### src/rtl/ccti_pkg.sv
package ccti_pkg;

    // Register addresses.
    typedef enum logic [3:0] {
        A_CTRL  = 4'd0,
        A_IEN   = 4'd1,
        A_STAT  = 4'd2,
        A_CMP1  = 4'd3,
        A_CMP2  = 4'd4,
        A_CAP1  = 4'd5,
        A_CAP2  = 4'd6,
        A_COUNT = 4'd7,
        A_DIV   = 4'd8
    } reg_addr_e;

    // CTRL bit positions.
    localparam int C_RUN    = 0;
    localparam int C_PWM    = 1;
    localparam int C_CAPALL = 2;
    localparam int C_CMPALL = 3;
    localparam int C_EDGE1  = 4;
    localparam int C_EDGE2  = 5;
    localparam int CTRL_W   = 6;

    // Stored per-channel enables: bus bits 7..4 land in stored bits 3..0.
    localparam int E_CAP1 = 3;
    localparam int E_CMP1 = 2;
    localparam int E_CAP2 = 1;
    localparam int E_CMP2 = 0;
    localparam int IEN_LSB = 4;

    // STAT flag positions.
    localparam int S_CAP1 = 0;
    localparam int S_CAP2 = 1;
    localparam int S_CMP1 = 2;
    localparam int S_CMP2 = 3;
    localparam int NFLAG  = 4;

endpackage

### src/rtl/ccti_prescaler.sv
module ccti_prescaler #(
    parameter int DIV_W = 8
) (
    input  logic             clk,
    input  logic             rst_n,
    input  logic             run,
    input  logic [DIV_W-1:0] div,
    output logic             tick
);
    logic [DIV_W-1:0] pre_d, pre_q;

    always_comb begin
        tick = run && (pre_q == div);
        if (!run || tick) pre_d = '0;
        else              pre_d = pre_q + 1'b1;
    end

    always_ff @(posedge clk or negedge rst_n) begin
        if (!rst_n) pre_q <= '0;
        else        pre_q <= pre_d;
    end

    AST_NO_TICK_IDLE: assert property (@(posedge clk) disable iff (!rst_n)
        (!run) |=> (pre_q == '0));
endmodule

### src/rtl/ccti_capture.sv
module ccti_capture #(
    parameter int CNT_W = 16
) (
    input  logic             clk,
    input  logic             rst_n,
    input  logic             sig_in,
    input  logic             rise_sel,
    input  logic [CNT_W-1:0] count,
    output logic             hit,
    output logic [CNT_W-1:0] cap_val
);
    typedef struct packed {
        logic             prev;
        logic [CNT_W-1:0] cap;
    } cs_t;

    cs_t cs_d, cs_q;

    always_comb begin
        hit      = rise_sel ? (sig_in & ~cs_q.prev) : (~sig_in & cs_q.prev);
        cs_d     = cs_q;
        cs_d.prev = sig_in;
        if (hit) cs_d.cap = count;
        cap_val  = cs_q.cap;
    end

    always_ff @(posedge clk or negedge rst_n) begin
        if (!rst_n) cs_q <= '0;
        else        cs_q <= cs_d;
    end

    AST_CAPTURE_VALUE: assert property (@(posedge clk) disable iff (!rst_n)
        hit |=> (cap_val == $past(count)));
    AST_CAPTURE_KEEP: assert property (@(posedge clk) disable iff (!rst_n)
        (!hit) |=> $stable(cap_val));
endmodule

### src/rtl/ccti_irq_merge.sv
module ccti_irq_merge (
    input  logic       all_en,
    input  logic [1:0] ch_en,
    input  logic [1:0] flag,
    output logic       irq
);
    always_comb begin
        if (all_en) irq = |flag;
        else        irq = |(flag & ch_en);
    end
endmodule

### src/rtl/ccti_timer.sv
module ccti_timer
    import ccti_pkg::*;
#(
    parameter int CNT_W = 16,
    parameter int DIV_W = 8
) (
    input  logic             clk,
    input  logic             rst_n,
    input  logic             wr_en,
    input  logic [3:0]       addr,
    input  logic [CNT_W-1:0] wdata,
    output logic [CNT_W-1:0] rdata,
    input  logic [1:0]       cap_in,
    output logic             cap_irq,
    output logic             cmp_irq,
    output logic             pwm_out
);
    localparam int NCH = 2;

    typedef struct packed {
        logic [CTRL_W-1:0] ctrl;
        logic [3:0]        ien;
        logic [NFLAG-1:0]  stat;
        logic [CNT_W-1:0]  cmp1;
        logic [CNT_W-1:0]  cmp2;
        logic [CNT_W-1:0]  cnt;
        logic [DIV_W-1:0]  div;
        logic              pwm_o;
    } tm_t;

    tm_t              st_d, st_q;
    logic             tick;
    logic [NCH-1:0]   cap_hit;
    logic [CNT_W-1:0] cap_val [NCH];
    logic             cmp1_hit, cmp2_hit, pwm_m;
    logic [NFLAG-1:0] set_v, clr_mask;
    reg_addr_e        sel;

    ccti_prescaler #(.DIV_W(DIV_W)) u_presc (
        .clk   (clk),
        .rst_n (rst_n),
        .run   (st_q.ctrl[C_RUN]),
        .div   (st_q.div),
        .tick  (tick)
    );

    for (genvar i = 0; i < NCH; i++) begin : g_cap
        ccti_capture #(.CNT_W(CNT_W)) u_cap (
            .clk      (clk),
            .rst_n    (rst_n),
            .sig_in   (cap_in[i]),
            .rise_sel (st_q.ctrl[C_EDGE1+i]),
            .count    (st_q.cnt),
            .hit      (cap_hit[i]),
            .cap_val  (cap_val[i])
        );
    end

    ccti_irq_merge u_cap_irq (
        .all_en (st_q.ctrl[C_CAPALL]),
        .ch_en  ({st_q.ien[E_CAP2], st_q.ien[E_CAP1]}),
        .flag   ({st_q.stat[S_CAP2], st_q.stat[S_CAP1]}),
        .irq    (cap_irq)
    );

    ccti_irq_merge u_cmp_irq (
        .all_en (st_q.ctrl[C_CMPALL]),
        .ch_en  ({st_q.ien[E_CMP2], st_q.ien[E_CMP1]}),
        .flag   ({st_q.stat[S_CMP2], st_q.stat[S_CMP1]}),
        .irq    (cmp_irq)
    );

    always_comb begin
        st_d     = st_q;
        sel      = reg_addr_e'(addr);
        pwm_m    = st_q.ctrl[C_PWM];
        cmp1_hit = tick && (st_q.cnt == st_q.cmp1);
        cmp2_hit = tick && (st_q.cnt == st_q.cmp2);

        set_v            = '0;
        set_v[S_CAP1]    = cap_hit[0];
        set_v[S_CAP2]    = cap_hit[1];
        set_v[S_CMP1]    = cmp1_hit && !pwm_m;
        set_v[S_CMP2]    = cmp2_hit;

        // Counter advance, with reload on the period match in PWM mode.
        if (tick) begin
            if (pwm_m && cmp2_hit) st_d.cnt = '0;
            else                   st_d.cnt = st_q.cnt + 1'b1;
        end

        // PWM output: reload sets, first compare clears, reload wins a tie.
        if (pwm_m) begin
            if (cmp2_hit)      st_d.pwm_o = 1'b1;
            else if (cmp1_hit) st_d.pwm_o = 1'b0;
        end else begin
            st_d.pwm_o = 1'b0;
        end

        clr_mask = '1;
        if (wr_en) begin
            case (sel)
                A_CTRL:  st_d.ctrl = wdata[CTRL_W-1:0];
                A_IEN:   st_d.ien  = wdata[IEN_LSB+3:IEN_LSB];
                A_STAT:  clr_mask  = wdata[NFLAG-1:0];
                A_CMP1:  st_d.cmp1 = wdata;
                A_CMP2:  st_d.cmp2 = wdata;
                A_COUNT: st_d.cnt  = wdata;
                A_DIV:   st_d.div  = wdata[DIV_W-1:0];
                default: ;
            endcase
        end

        st_d.stat = (st_q.stat & clr_mask) | set_v;
    end

    always_ff @(posedge clk or negedge rst_n) begin
        if (!rst_n) st_q <= '0;
        else        st_q <= st_d;
    end

    always_comb begin
        case (sel)
            A_CTRL:  rdata = CNT_W'(st_q.ctrl);
            A_IEN:   rdata = CNT_W'({st_q.ien, 4'b0000});
            A_STAT:  rdata = CNT_W'(st_q.stat);
            A_CMP1:  rdata = st_q.cmp1;
            A_CMP2:  rdata = st_q.cmp2;
            A_CAP1:  rdata = cap_val[0];
            A_CAP2:  rdata = cap_val[1];
            A_COUNT: rdata = st_q.cnt;
            A_DIV:   rdata = CNT_W'(st_q.div);
            default: rdata = '0;
        endcase
    end

    assign pwm_out = st_q.pwm_o;

    AST_CNT_HOLD: assert property (@(posedge clk) disable iff (!rst_n)
        (!st_q.ctrl[C_RUN] && !(wr_en && sel == A_COUNT)) |=> $stable(st_q.cnt));
    AST_FLAG_STICKY: assert property (@(posedge clk) disable iff (!rst_n)
        (st_q.stat[S_CMP2] && !(wr_en && sel == A_STAT)) |=> st_q.stat[S_CMP2]);
    AST_CAP_GLOBAL: assert property (@(posedge clk) disable iff (!rst_n)
        (st_q.ctrl[C_CAPALL] && (st_q.stat[S_CAP1] || st_q.stat[S_CAP2])) |-> cap_irq);
    AST_CAP_MASKED: assert property (@(posedge clk) disable iff (!rst_n)
        (!st_q.ctrl[C_CAPALL] && !st_q.ien[E_CAP1] && !st_q.stat[S_CAP2]) |-> !cap_irq);
    AST_CMP_OFF: assert property (@(posedge clk) disable iff (!rst_n)
        (!st_q.ctrl[C_CMPALL] && !st_q.ien[E_CMP1] && !st_q.ien[E_CMP2]) |-> !cmp_irq);
    AST_PWM_CMP1_QUIET: assert property (@(posedge clk) disable iff (!rst_n)
        (st_q.ctrl[C_PWM] && !st_q.stat[S_CMP1]) |=> !st_q.stat[S_CMP1]);
    AST_PWM_RELOAD: assert property (@(posedge clk) disable iff (!rst_n)
        (st_q.ctrl[C_PWM] && tick && st_q.cnt == st_q.cmp2 && !(wr_en && sel == A_COUNT))
        |=> (st_q.cnt == '0 && pwm_out));
    AST_PWM_IDLE_LOW: assert property (@(posedge clk) disable iff (!rst_n)
        (!st_q.ctrl[C_PWM]) |=> !pwm_out);
endmodule

### config.mk
export PLATFORM = sky130hd
export DESIGN_NAME = ccti_timer
export DESIGN_NICKNAME = d
export VERILOG_FILES = /design/src/rtl/ccti_pkg.sv /design/src/rtl/ccti_prescaler.sv /design/src/rtl/ccti_capture.sv /design/src/rtl/ccti_irq_merge.sv /design/src/rtl/ccti_timer.sv
export SDC_FILE = /design/constraint.sdc
export NUM_CORES = 1
export LEC_CHECK = 0
export CAP_MARGIN = 20
export CORE_MARGIN = 2
export CORE_UTILIZATION = 64
export DETAILED_ROUTE_END_ITERATION = 8
export PLACE_DENSITY = 0.82
export SKIP_CTS_REPAIR_TIMING = 1
export SLEW_MARGIN = 20
export SYNTH_ARGS = -nofsm -noshare
export SYNTH_HDL_FRONTEND = slang
export SYNTH_SLANG_ARGS = --single-unit
### constraint.sdc
create_clock -name clk -period 4.8 [get_ports clk]
set_input_delay 0.72 -clock clk [delete_from_list [all_inputs] [get_ports clk]]
set_output_delay 0.72 -clock clk [all_outputs]
set_load 0.05 [all_outputs]
==> parameters.txt <==
Parameter                              Value

Outcome
  Run status ... finished, final reports clean

Timing
  Setup total negative slack ... 0 ns
  Final setup violation count ... 0
  Hold Worst Slack ... 0.2722 ns
  Hold Vio Cnt, Final ... 0
  Max Clock Skew ... 0.008695 ns
  Worst-margin pin slew ... 1.097 ns
  Number of max-slew violations in the final report ... 0
  Share of the clock period used by the worst path ... 0.8838
  RSZ-0062 raised after global routing ... no
  Worst relative slew slack ... 0.2661
  Maximum achievable frequency ... 0.2357 GHz
  Shortest period the worst path allows ... 4.242 ns

Logic synthesis
  Primary flip-flop cell chosen by synthesis mapping ... dfrtp_1
  EDFF count, synth ... 0
  Netlist cell types ... 55
  Area leader, netlist ... dfrtp_1
  Synthesized Nets ... 560
  Number of cells produced by synthesis ... 533
  Flops & latches, synth ... 113
  Average cell area after synthesis ... 11.42 um2
  Fraction of the yosys area taken by sequential cells ... 0.4645
  Post-synthesis cell area ... 6087 um2
  Warnings from Yosys ... 0
  Leading post-synthesis cells by cell area ... dfrtp_1 46%, mux2_2 13%, xnor2_1 5.5%
  Ys async rst share ... 1.000
  Fraction of post-synthesis cell area in the top cell type by area ... 0.4645

Clocking
  Worst skew pair latency ... 0.52 ns
  Clock tree sinks ... 113
  CTS H-tree depth ... 4
  Buffer type at the clock tree root ... clkbuf_8
  TritonCTS clock tree ... yes
  Buffer depth of the longest clock path ... 2
  Clock-pin slew reported for the worst setup and hold paths after clock tree synthesis ... 0.06 ns
  Inserted Clock Buffers ... 17

Cells and area
  Area overhead of the layout relative to synthesis ... 17.33%
  Commonest cells after routing, fill and taps aside ... 113 x dfrtp_1, 69 x mux2_2, 49 x nand2_1, 38 x xnor2_1, 38 x clkdlybuf4s50_1
  Area taken by multi-input logic gates ... 3054 um2
  Utilization after layout ... 0.7729
  Register area ... 2828 um2
  Leading cell type in the layout, fill and taps excluded ... dfrtp_1
  Fraction of final layout cells sized beyond drive strength 1 ... 0.2496
  Antenna diode count ... 0
  Total number of nets in the final design ... 595
  Final-layout fill cell count ... 580
  Area of all placed cells without fillers ... 7142 um2

Setup path
  Data arrival, critical path ... 3.52 ns
  Startpoint type of the worst setup path ... primary input
  Crit-path cells ... clkdlybuf4s50_1, nor2_2, and3_1, a222oi_1, nand2_1, clkdlybuf4s50_1
  Family with the most delay on the worst path ... buffers and inverters
  Buf/Inv on CP ... 2
  Crit-path most repeated cell ... clkdlybuf4s50_1
  Largest stage delay on the critical path ... 0.81 ns
  Path type of the worst setup path ... primary input to primary output
  Critical Path Fanout Max ... 12
  Worst EP required ... 4.08 ns
  Setup crit end kind ... primary output
  Critical Path Slowest Stage Cell ... clkdlybuf4s50_1

Power
  Ratio of total power to cell area ... 520.6 nW/um2
  IR drop worst, VDD ... 0.3252 mV
  P_leak ... 2.916 nW
  PnR Total Power ... 3.718 mW

Flow run
  Max-Cap Viols ... 0

Floorplanning
  Standard-cell rows ... 35
  I/O pin count ... 44
  Initial core utilization ... 0.6588
  Die Y ... 101.5 um
  Core box area ... 9240 um2
  Width of the die ... 101.5 um
  Overall die area ... 10310 um2

Placement
  Weighted congestion reported at the end of routability-driven placement ... 0.9330
  Number of buffers inserted by port buffering ... 43
  Cell Area, Placed ... 6548 um2
  Hpwl dp ... 10.72 mm

GRT
  Total Routing Usage GR ... 0.3583
  Number of antenna violations at the first check in global routing ... 0
  Vias in the first global route ... 4991
  Overflow left after global routing ... 0
  Pin count of the biggest net entering global routing ... 66
  Wire length of the first global-routing pass ... 27.41 mm

Route
  Via count normalized by instance count ... 6.745
  DRC violation total after the first TritonRoute iteration ... 643
  Drt drc ... 0
  1st-pass router iterations ... 5
  WL final ... 17.15 mm
  Routed wire length per instance ... 24.16 um
  Via Count ... 4789
  Final antenna-violating net count ... 0

Worst hold path
  Classification of the worst-slack hold path ... primary input to async pin
==> path summary, 6_finish.rpt <==
check | startpoint | endpoint | slack [ns] | cells after the start
setup reg to reg | st_q[2]$_DFFE_PN0P_ | st_q[24]$_DFF_PN0_ | 1.89 | 5
min in group clk | g_cap[0].u_cap.cap_val[0]$_DFFE_PN0P_ | g_cap[0].u_cap.cap_val[0]$_DFFE_PN0P_ | 0.50 | 2
hold / removal | rst_n | st_q[1]$_DFFE_PN0P_ | 0.27 | 1
hold reg to reg | g_cap[0].u_cap.cap_val[0]$_DFFE_PN0P_ | g_cap[0].u_cap.cap_val[0]$_DFFE_PN0P_ | 0.50 | 2
setup / recovery | addr[3] | rdata[11] | 0.56 | 6
max in group asynchronous | rst_n | st_q[17]$_DFF_PN0_ | 3.42 | 2
==> synth_stat cells (2+ instances only) <==
master	number
buf_2	14
a221oi_1	2
nand4_2	2
xnor2_1	38
nor4_1	9
nor2b_1	4
nor2_1	11
o211ai_1	5
and2_1	3
nand3_1	18
xor2_1	18
buf_6	6
nand4b_1	2
nand2b_1	2
nor3_1	7
dfrtp_1	113
a22oi_1	26
ha_1	2
a22o_1	3
nor4_2	2
o21ai_0	15
nor3_2	2
a21oi_2	2
mux2_2	69
nand2_1	49
nor4_4	4
a21oi_1	4
inv_1	3
and4_1	2
o21ai_2	10
clkbuf_1	16
nor3b_2	2
nand4_1	14
mux2i_1	3
a222oi_1	5
o22ai_1	3
mux2_1	13
nor3b_1	3
and3_1	10
a211o_1	2
==> registers in the layout, indices dropped and copies added (netlist names) <==
register / count
g_cap.u_cap.cs_q: 2
g_cap.u_cap.cap_val: 32
pwm_out: 1
u_presc.pre_q: 8
st_q: 69
pwm_m: 1
==> stage by stage <==
step	setup slack [ns]	std cells
floorplan	1.649	533
global placement	0.7686	678
detailed placement	0.6558	678
CTS	0.6324	710
global route	0.4901	710
finish	0.5580	710
==> power breakdown <==
group          switching, mW  internal, mW  total [mW]
logic                  0.524         0.428       0.952
clock network          0.461         0.807        1.27
registers              0.301          1.20        1.50
total                   1.29          2.43        3.72
==> kinds of logic after synthesis <==
| group | count (synthesis) | share of synthesized area |
|---|---|---|
| adder cells (fa/ha/maj) | 2 | 0.004110 |
| AO/OA/AOI/OAI | 83 | 0.1030 |
| multiplexers | 86 | 0.1603 |
| XOR/XNOR | 57 | 0.08325 |
| buffers and inverters | 40 | 0.03494 |
| flip-flops | 113 | 0.4645 |
| AND/OR/NAND/NOR | 152 | 0.1498 |
==> layout make-up <==
class	count	share of cell area
multi-input cells	380	0.4276
clock inverters	12	0.02225
flip-flops and latches	113	0.3959
clock buffers	20	0.06097
well taps	129	0.02260
repair buffers	53	0.06903
inverters	3	0.001577
==> per-layer routing <==
layer / global-route usage / part of all wire / wire, um / vias to the layer above
met3: 0.08834 / 0.090 / 1541 / 79
li1: - / - / - / 2034
met5: 0 / 0 / 0 / -
met2: 0.5430 / 0.47 / 8054 / 306
met4: 0.1902 / 0.047 / 803 / 0
met1: 0.4791 / 0.39 / 6754 / 2370
No activity file was read; power rests on OpenSTA's default activity.
